**src/rtl/rstcfg_pkg.sv**
```systemverilog
package rstcfg_pkg;
  localparam int IDX_FIELD_W = 8;

  typedef struct packed {
    logic                   capture;
    logic [IDX_FIELD_W-1:0] readIdx;
    logic                   hold;
  } fetchStrobes_t;
endpackage

```
**src/rtl/rstcfg_ctrl.sv**
```systemverilog
module rstcfg_ctrl
  import rstcfg_pkg::*;
#(
  parameter int ADDR_W      = 32,
  parameter int NUM_READS   = 32,
  parameter int STRIDE      = 8,
  parameter int WAIT_STATES = 2
) (
  input  logic              clk,
  input  logic              rstN,
  input  logic              memAck,
  output logic              memReq,
  output logic [ADDR_W-1:0] memAddr,
  output logic              done,
  output fetchStrobes_t     strobes
);
  localparam int CNT_W    = $clog2(NUM_READS);
  localparam int GAP_W    = (WAIT_STATES > 1) ? $clog2(WAIT_STATES) : 1;
  localparam int GAP_LAST = (WAIT_STATES > 0) ? WAIT_STATES - 1 : 0;

  typedef enum logic [1:0] {ST_IDLE, ST_REQ, ST_GAP, ST_DONE} fetchState_t;

  fetchState_t      state;
  logic [CNT_W-1:0] readCnt;
  logic [GAP_W-1:0] gapCnt;
  logic [ADDR_W-1:0] addrReg;
  logic             accept;
  logic             lastRead;

  assign accept   = (state == ST_REQ) && memAck;
  assign lastRead = (readCnt == CNT_W'(NUM_READS - 1));
  assign memReq   = (state == ST_REQ);
  assign memAddr  = addrReg;

  always_ff @(posedge clk or negedge rstN) begin
    if (!rstN) begin
      state   <= ST_IDLE;
      readCnt <= '0;
      gapCnt  <= '0;
      addrReg <= '0;
      done    <= 1'b0;
    end else begin
      done <= 1'b0;
      unique case (state)
        ST_IDLE: state <= ST_REQ;
        ST_REQ: begin
          if (memAck) begin
            if (lastRead) begin
              state <= ST_DONE;
              done  <= 1'b1;
            end else begin
              readCnt <= readCnt + CNT_W'(1);
              addrReg <= addrReg + ADDR_W'(STRIDE);
              gapCnt  <= '0;
              state   <= (WAIT_STATES == 0) ? ST_REQ : ST_GAP;
            end
          end
        end
        ST_GAP: begin
          if (gapCnt == GAP_W'(GAP_LAST)) state <= ST_REQ;
          else gapCnt <= gapCnt + GAP_W'(1);
        end
        default: state <= ST_DONE;
      endcase
    end
  end

  always_comb begin
    strobes.capture = accept;
    strobes.readIdx = IDX_FIELD_W'(readCnt);
    strobes.hold    = (state == ST_DONE);
  end

  // an unanswered request keeps its address on the next cycle
  assert_addr_stable_R2: assert property (@(posedge clk) disable iff (!rstN)
    (memReq && !memAck) |=> (memReq && $stable(memAddr)));

  // completion is a single-cycle pulse
  assert_done_pulse_R8: assert property (@(posedge clk) disable iff (!rstN)
    done |=> !done);

  // once held, the port stays quiet
  assert_quiet_after_done_R9: assert property (@(posedge clk) disable iff (!rstN)
    strobes.hold |=> (!memReq && !strobes.capture));

  generate
    if (WAIT_STATES > 0) begin : g_gapCheck
      // an accepted read is followed by an idle cycle
      assert_gap_after_ack_R3: assert property (@(posedge clk) disable iff (!rstN)
        (memReq && memAck) |=> !memReq);
    end
  endgenerate
endmodule

```
**src/rtl/rstcfg_datapath.sv**
```systemverilog
module rstcfg_datapath
  import rstcfg_pkg::*;
#(
  parameter int          DATA_W      = 64,
  parameter int          NUM_WORDS   = 8,
  parameter int          CIP_BIT     = 8,
  parameter logic [31:0] HIGH_BASE   = 32'hFFF0_0000,
  parameter logic [31:0] RESET_OFFS  = 32'h0000_0100
) (
  input  logic                         clk,
  input  logic                         rstN,
  input  fetchStrobes_t                strobes,
  input  logic [DATA_W-1:0]            memData,
  input  logic [$clog2(NUM_WORDS)-1:0] subSel,
  output logic [31:0]                  subWord,
  output logic [31:0]                  ownWord,
  output logic [31:0]                  vectorBase,
  output logic [31:0]                  resetPc
);
  localparam int SEL_W = $clog2(NUM_WORDS);

  logic [31:0]      words [NUM_WORDS];
  logic [7:0]       byteIn;
  logic [SEL_W-1:0] wordSel;
  logic [1:0]       lanePos;

  assign byteIn  = memData[7:0];
  assign wordSel = strobes.readIdx[SEL_W+1:2];
  assign lanePos = strobes.readIdx[1:0];

  generate
    for (genvar w = 0; w < NUM_WORDS; w++) begin : g_word
      always_ff @(posedge clk or negedge rstN) begin
        if (!rstN) begin
          words[w] <= '0;
        end else if (strobes.capture && (wordSel == SEL_W'(w))) begin
          unique case (lanePos)
            2'd0: words[w][31:24] <= byteIn;
            2'd1: words[w][23:16] <= byteIn;
            2'd2: words[w][15:8]  <= byteIn;
            default: words[w][7:0] <= byteIn;
          endcase
        end
      end
    end
  endgenerate

  always_comb begin
    ownWord    = strobes.hold ? words[0] : 32'h0;
    subWord    = strobes.hold ? words[subSel] : 32'h0;
    vectorBase = ownWord[CIP_BIT] ? HIGH_BASE : 32'h0;
    resetPc    = strobes.hold ? (vectorBase + RESET_OFFS) : 32'h0;
  end

  // results do not move while held
  assert_hold_stable_R9: assert property (@(posedge clk) disable iff (!rstN)
    (strobes.hold && $past(strobes.hold)) |-> ($stable(ownWord) && $stable(resetPc)));

  // nothing is presented before the fetch completes
  assert_zero_until_valid_R10: assert property (@(posedge clk) disable iff (!rstN)
    !strobes.hold |-> (ownWord == 32'h0 && resetPc == 32'h0));
endmodule

```
**src/rtl/rstcfg_loader.sv**
```systemverilog
module rstcfg_loader #(
  parameter int DATA_W      = 64,
  parameter int NUM_WORDS   = 8,
  parameter int STRIDE      = 8,
  parameter int WAIT_STATES = 2,
  parameter int CIP_BIT     = 8
) (
  input  logic                         clk,
  input  logic                         rstN,
  output logic                         memReq,
  output logic [31:0]                  memAddr,
  input  logic                         memAck,
  input  logic [DATA_W-1:0]            memData,
  input  logic [$clog2(NUM_WORDS)-1:0] subSel,
  output logic [31:0]                  subWord,
  output logic [31:0]                  ownWord,
  output logic [31:0]                  vectorBase,
  output logic [31:0]                  resetPc,
  output logic                         done,
  output logic                         cfgValid
);
  localparam int NUM_READS = NUM_WORDS * 4;

  rstcfg_pkg::fetchStrobes_t strobes;

  rstcfg_ctrl #(
    .ADDR_W(32), .NUM_READS(NUM_READS), .STRIDE(STRIDE), .WAIT_STATES(WAIT_STATES)
  ) u_ctrl (
    .clk(clk), .rstN(rstN), .memAck(memAck), .memReq(memReq),
    .memAddr(memAddr), .done(done), .strobes(strobes)
  );

  rstcfg_datapath #(
    .DATA_W(DATA_W), .NUM_WORDS(NUM_WORDS), .CIP_BIT(CIP_BIT)
  ) u_dp (
    .clk(clk), .rstN(rstN), .strobes(strobes), .memData(memData),
    .subSel(subSel), .subWord(subWord), .ownWord(ownWord),
    .vectorBase(vectorBase), .resetPc(resetPc)
  );

  assign cfgValid = strobes.hold;
endmodule

```
**config.mk**
```make
export PLATFORM = sky130hd
export DESIGN_NAME = rstcfg_loader
export DESIGN_NICKNAME = d
export VERILOG_FILES = /design/src/rtl/rstcfg_pkg.sv /design/src/rtl/rstcfg_ctrl.sv /design/src/rtl/rstcfg_datapath.sv /design/src/rtl/rstcfg_loader.sv
export SDC_FILE = /design/constraint.sdc
export NUM_CORES = 1
export LEC_CHECK = 0
export ABC_AREA = 0
export CAP_MARGIN = 20
export CORE_MARGIN = 2
export CORE_UTILIZATION = 40
export DETAILED_ROUTE_END_ITERATION = 10
export SYNTH_ARGS = -nofsm -noshare
export SYNTH_HDL_FRONTEND = slang
export SYNTH_SLANG_ARGS = --single-unit
```
**constraint.sdc**
```tcl
create_clock -name clk -period 4.2 [get_ports clk]
set_input_delay 0.63 -clock clk [delete_from_list [all_inputs] [get_ports clk]]
set_output_delay 0.63 -clock clk [all_outputs]
set_load 0.005 [all_outputs]
```
* After elaboration in Yosys (flattened, before gate mapping)
Index checks and enable logic that the tools add are counted.
Storage, ports and cells: flip-flop bits (word level) 297, output and inout bits 163
Cells by class: add/subtract/negate cells 4, magnitude comparators 1, eq/ne operators 16, multiplexer cells 18, bitwise operators 3, reductions and logical operators 49
Operators with widths (count):
- $mux 32 | 6
- $bmux 32 s3 | 1
- $reduce_and 2->1 | 33
- $add 32x4->32 const B | 1
- $add 32x9->32 const B | 1
- $eq 3x3->1 const B | 4
- $logic_and 1x1->1 | 9
- $mux 1 | 7
- $eq 2x2->1 const B | 3
- $eq 3x2->1 const B | 2
- $pmux 2 s3 | 1
- $reduce_and 3->1 | 2
- $add 5x1->5 const B | 1
- $eq 5x5->1 const B | 1
- $eq 2x1->1 const B | 2
- $ge 4x4->1 const B | 1
- $logic_not 2->1 | 2
- $mux 2 | 2
- $ne 2x1->1 const B | 2
- $not 3->4 | 1
- $eq 3x1->1 const B | 1
- $logic_not 3->1 | 1
- $reduce_or 3->1 | 1
- $ne 2x2->1 const B | 1
- other kinds (4) | 5

* Longest topological paths before layout
depth in word-level cells 5, depth in mapped cells 7, depth with buffers taken out 7

* Cells and area by module
A second synthesis with hierarchy kept.
Second synthesis, totals: cells, all modules 1078, area total of the unflattened synthesis 14331.2 sq um
By module, submodules not included:
- rstcfg_datapath | instances 1, cells an instance 915, area each 12525.8 sq um, sequential area each 6406.1 sq um
- rstcfg_ctrl | instances 1, cells an instance 163, area each 1805.5 sq um, sequential area each 950.9 sq um

* Worst setup path after synthesis
OpenSTA, ideal clock, no wires.
kind in2out, start input port subSel[1], end output port subWord[10], arrival 2.027 ns, required time 3.570 ns, setup slack 1.543 ns, stages 4, path buffers 2, cell sequence buf_2 > buf_1 > mux4_2 > o21a_1
Between the ends: longest elaborated chain between the ends 5
RTL lines:
- from (decl) | line rstcfg_loader.sv:14 | input logic [$clog2(NUM_WORDS)-1:0] subSel,
- $not 3->4 (not written as such) | line rstcfg_datapath.sv:50 | subWord = strobes.hold ? words[subSel] : 32'h0;
- $bmux 32 s3 | line rstcfg_datapath.sv:50
- $mux 32 (not written as such) (2 in series) | line rstcfg_datapath.sv:50
- $mux 32 | line rstcfg_datapath.sv:50
- to (decl) | line rstcfg_loader.sv:15 | output logic [31:0] subWord,
Every way passes these cells. The select of a mux whose other input is x is not followed.

* Final worst setup path
start register u_ctrl.state[1], end output port subWord[28]
Between the ends: longest elaborated chain between the ends 2
RTL lines:
- from (decl) | line rstcfg_ctrl.sv:23 | fetchState_t state;
- from (signal assigned) | line rstcfg_ctrl.sv:55 | state <= (WAIT_STATES == 0) ? ST_REQ : ST_GAP;
- $eq 2x2->1 | line rstcfg_ctrl.sv:71 | strobes.hold = (state == ST_DONE);
- $mux 32 | line rstcfg_datapath.sv:50
Every way passes these cells.

==> results.py <==
metrics = {
    "clock_tree": {
        "clk_path_buf_depth": 3,
        "post_cts.repair.setup_buffers": 0,
        "numCtsBuffers": 35,
        "clock-sinks": 294,
        "cts-root-buf": "clkbuf_16",
        "worstSkewPairLatency_ps": 520,
        "clk_pin_slew_worst_paths_ps": 60,
        "ctsHoldBuffers": 0,
        "cts.htree.levels": 2,
        "cts_tree": "yes",
        "cts_resized": 0,
    },
    "yosys": {
        "synth_cells": 1076,
        "seq_area_frac_synth_pct": 51.56,
        "yosys_warnings": 0,
        "synth_area_sq_mm": 0.01427,
        "synth_edf_count": 0,
        "ys_seq_elements": 294,
        "async_reset_ff_share_pct": 100.0,
        "synth.avg_cell_area_sq_um": 13.26,
        "ys_types": 35,
        "ys.flop_type": "dfrtp_1",
    },
    "flow_run": {
        "maxCapViolations": 0,
    },
    "route": {
        "drt_wl_total_mm": 34.04,
        "drc": 0,
        "ant_nets": 0,
        "dr.pass1.iters": 4,
        "vias_per_cell": 5.314,
        "vias": 8879,
        "post_drt_wl_per_cell_um": 20.37,
        "drtIter0Drc": 309,
    },
    "timing": {
        "clock.fmax_ghz": 0.2854,
        "skew_ps": 20.02,
        "slew_headroom_pct": 27.52,
        "setup_ws_ps": 696.7,
        "worst_pin_slew_ps": 1077,
        "period_needed_ps": 3503,
        "rsz0062_at_grt": "false",
        "setup_viol": 0,
        "tns_ps": 0,
        "hold_viol_final": 0,
        "finalCritPeriodShare_pct": 83.41,
        "report.final.slew_viol_count": 0,
    },
    "setup_path": {
        "cp-start-kind": "flip-flop",
        "critPathKind": "reg2out",
        "cp_num_cells": 6,
        "reg2reg_depth": 7,
        "worst_ep_arrival_time_ps": 2870,
        "cp_top_family": "buffers and inverters",
        "worstPathMaxFanout": 34,
        "required_ps": 3570,
        "cp_cell_sequence": "and2_1 -> buf_4 -> o21ai_0 -> a21oi_1 -> o21a_1 -> clkdlybuf4s50_1",
        "crit_buf_inv": 2,
        "endpoint_kind": "primary output",
        "reg2reg_slack_ps": 1370,
        "cpMaxStageDelayCell": "dfrtp_1",
        "cpPeakStageDelay_ps": 670,
    },
    "placed_design": {
        "place_area_sq_mm": 0.01587,
        "dp.cells": 1609,
        "io_buffer_count": 134,
        "place_hpwl_mm": 21.35,
        "gp_congestion": 0.7449,
        "dpl_worst_slack_ps": 935.8,
    },
    "grt": {
        "grt_usage_pct": 18.74,
        "grt_pass1_vias": 9215,
        "grt_max_degree": 100,
        "antenna_found_initial": 1,
        "grt_pass1_wl_mm": 53.43,
        "grt_overflow": 0,
    },
    "final_layout": {
        "final_cells": 1671,
        "nets": 1262,
        "antenna_cells": 0,
        "areaGrowthSynthToFinish_pct": 19.47,
        "drive_gt1_share_pct": 36.86,
        "design_area_sq_mm": 0.01705,
    },
    "floorplanning": {
        "die_h_um": 192.9,
        "core_region_area_sq_mm": 0.03531,
        "rows": 69,
        "boundaryPins": 233,
        "die_w_um": 192.9,
        "start_util_pct": 40.41,
        "dieArea_sq_mm": 0.03720,
    },
    "hold_path": {
        "hold_class": "in2async",
    },
    "power_and_ir_drop": {
        "power_density_mw_per_mm2": 362.7,
        "vdd_drop_max_v": 0.0002162,
        "leakagePower_nw": 8.105,
    },
    "run_status": {
        "outcome": "completed",
    },
}
==> layout make-up <==
type	instances	area, sq um
clock buffer	54	1089
fill	3185	18260
inverter	6	22.52
tap	461	576.8
multi-input combinational	685	6291
clock inverter	8	85.08
timing repair buffer	163	1627
sequential	294	7357
==> cells by family (layout without fill, tap and decap cells) <==
family	after synthesis	after routing	synth area share, %
flip-flops	294	294	51.56
XOR/XNOR	31	31	1.903
multiplexers	354	354	30.18
buffers and inverters	138	231	5.489
AND/OR/NAND/NOR	154	154	6.278
other	1	42	0.02628
AO/OA/AOI/OAI	97	97	3.954
adder cells (fa/ha/maj)	7	7	0.6137
==> report_power, final <==
part / leakage [nW] / internal [mW] / switching, mW / total [mW]
clock network: 0.575 / 1.85 / 1.18 / 3.03
registers: 4.07 / 2.83 / 0.00208 / 2.84
logic: 3.46 / 0.116 / 0.202 / 0.318
total: 8.10 / 4.80 / 1.38 / 6.18
==> Yosys cell counts, types with 7 or more instances <==
cell      number  share of area (%)
o21ai_0       34                1.2
and3_1        41                1.8
nand2_1       15               0.39
nand4_1       16               0.70
nor2_1         9               0.24
nand3_1       16               0.56
clkbuf_1      54                1.4
dfrtp_1      294                 52
a21oi_1       31                1.1
ha_1           7               0.61
nor2_2        32                1.4
mux2_2       290                 23
mux2i_1       32                2.2
buf_2          8               0.28
mux4_2        32                5.1
o21a_1        31                1.6
buf_4         68                3.6
xnor2_1       25                1.5
==> flip-flops by register name (all words and copies together), names as in the netlist <==
signal	count
u_dp.words	256
u_ctrl.done	1
u_ctrl.memAddr	29
u_ctrl.readCnt	5
u_ctrl.state	2
u_ctrl.gapCnt	1
==> routing by layer <==
layer / share of wire [%] / GRT usage, % / wire (um) / up-vias
met1: 46 / 26.35 / 15620 / 4645
met3: 4.9 / 2.728 / 1679 / 47
met5: 0 / 0 / 0 / -
met4: 2.0 / 5.109 / 669 / 0
met2: 47 / 30.30 / 16070 / 216
li1: - / - / - / 3971
==> path summary, 6_finish.rpt <==
check / from / endpoint
setup / recovery: u_ctrl.state[1] / subWord[28]
hold / removal: rstN / u_dp.words[252]
setup reg to reg: u_ctrl.readCnt[0] / u_ctrl.memAddr[18]
hold reg to reg: u_ctrl.memAddr[31] / u_ctrl.memAddr[31]
max in group asynchronous: rstN / u_dp.words[186]
min in group clk: u_ctrl.memAddr[31] / u_ctrl.memAddr[31]
==> worst reg2reg max path: stages (launching register included) <==
cell      delay, ps
dfrtp_1         430
ha_1            230
and3_1          180
ha_1            250
nand4b_1        290
nor4_1          940
nand3_1         200
xnor2_1         180
==> cells in the final DEF (no fill, tap or decap), drive strengths merged, types with 32 or more instances in the layout <==
master / netlist / layout
dfrtp: 294 / 294
o21ai: 34 / 34
mux4: 32 / 32
mux2i: 32 / 32
buf: 78 / 32
clkdlybuf4s50: 0 / 131
conb: 1 / 42
and3: 41 / 41
mux2: 290 / 290
clkbuf: 54 / 54
nor2: 41 / 41
==> per-stage QoR <==
step           total power, mW  hold WS (ps)  utilization [%]
4_1_cts                  6.280         196.8            48.28
3_5_place_dp             3.214         468.4            44.96
2_1_floorplan            3.047         334.4                -
6_report                 6.183         165.3            48.28
3_3_place_gp             3.213         465.3            44.91
5_1_grt                  6.411         236.5            48.28
(Power assumes the default switching activity.)
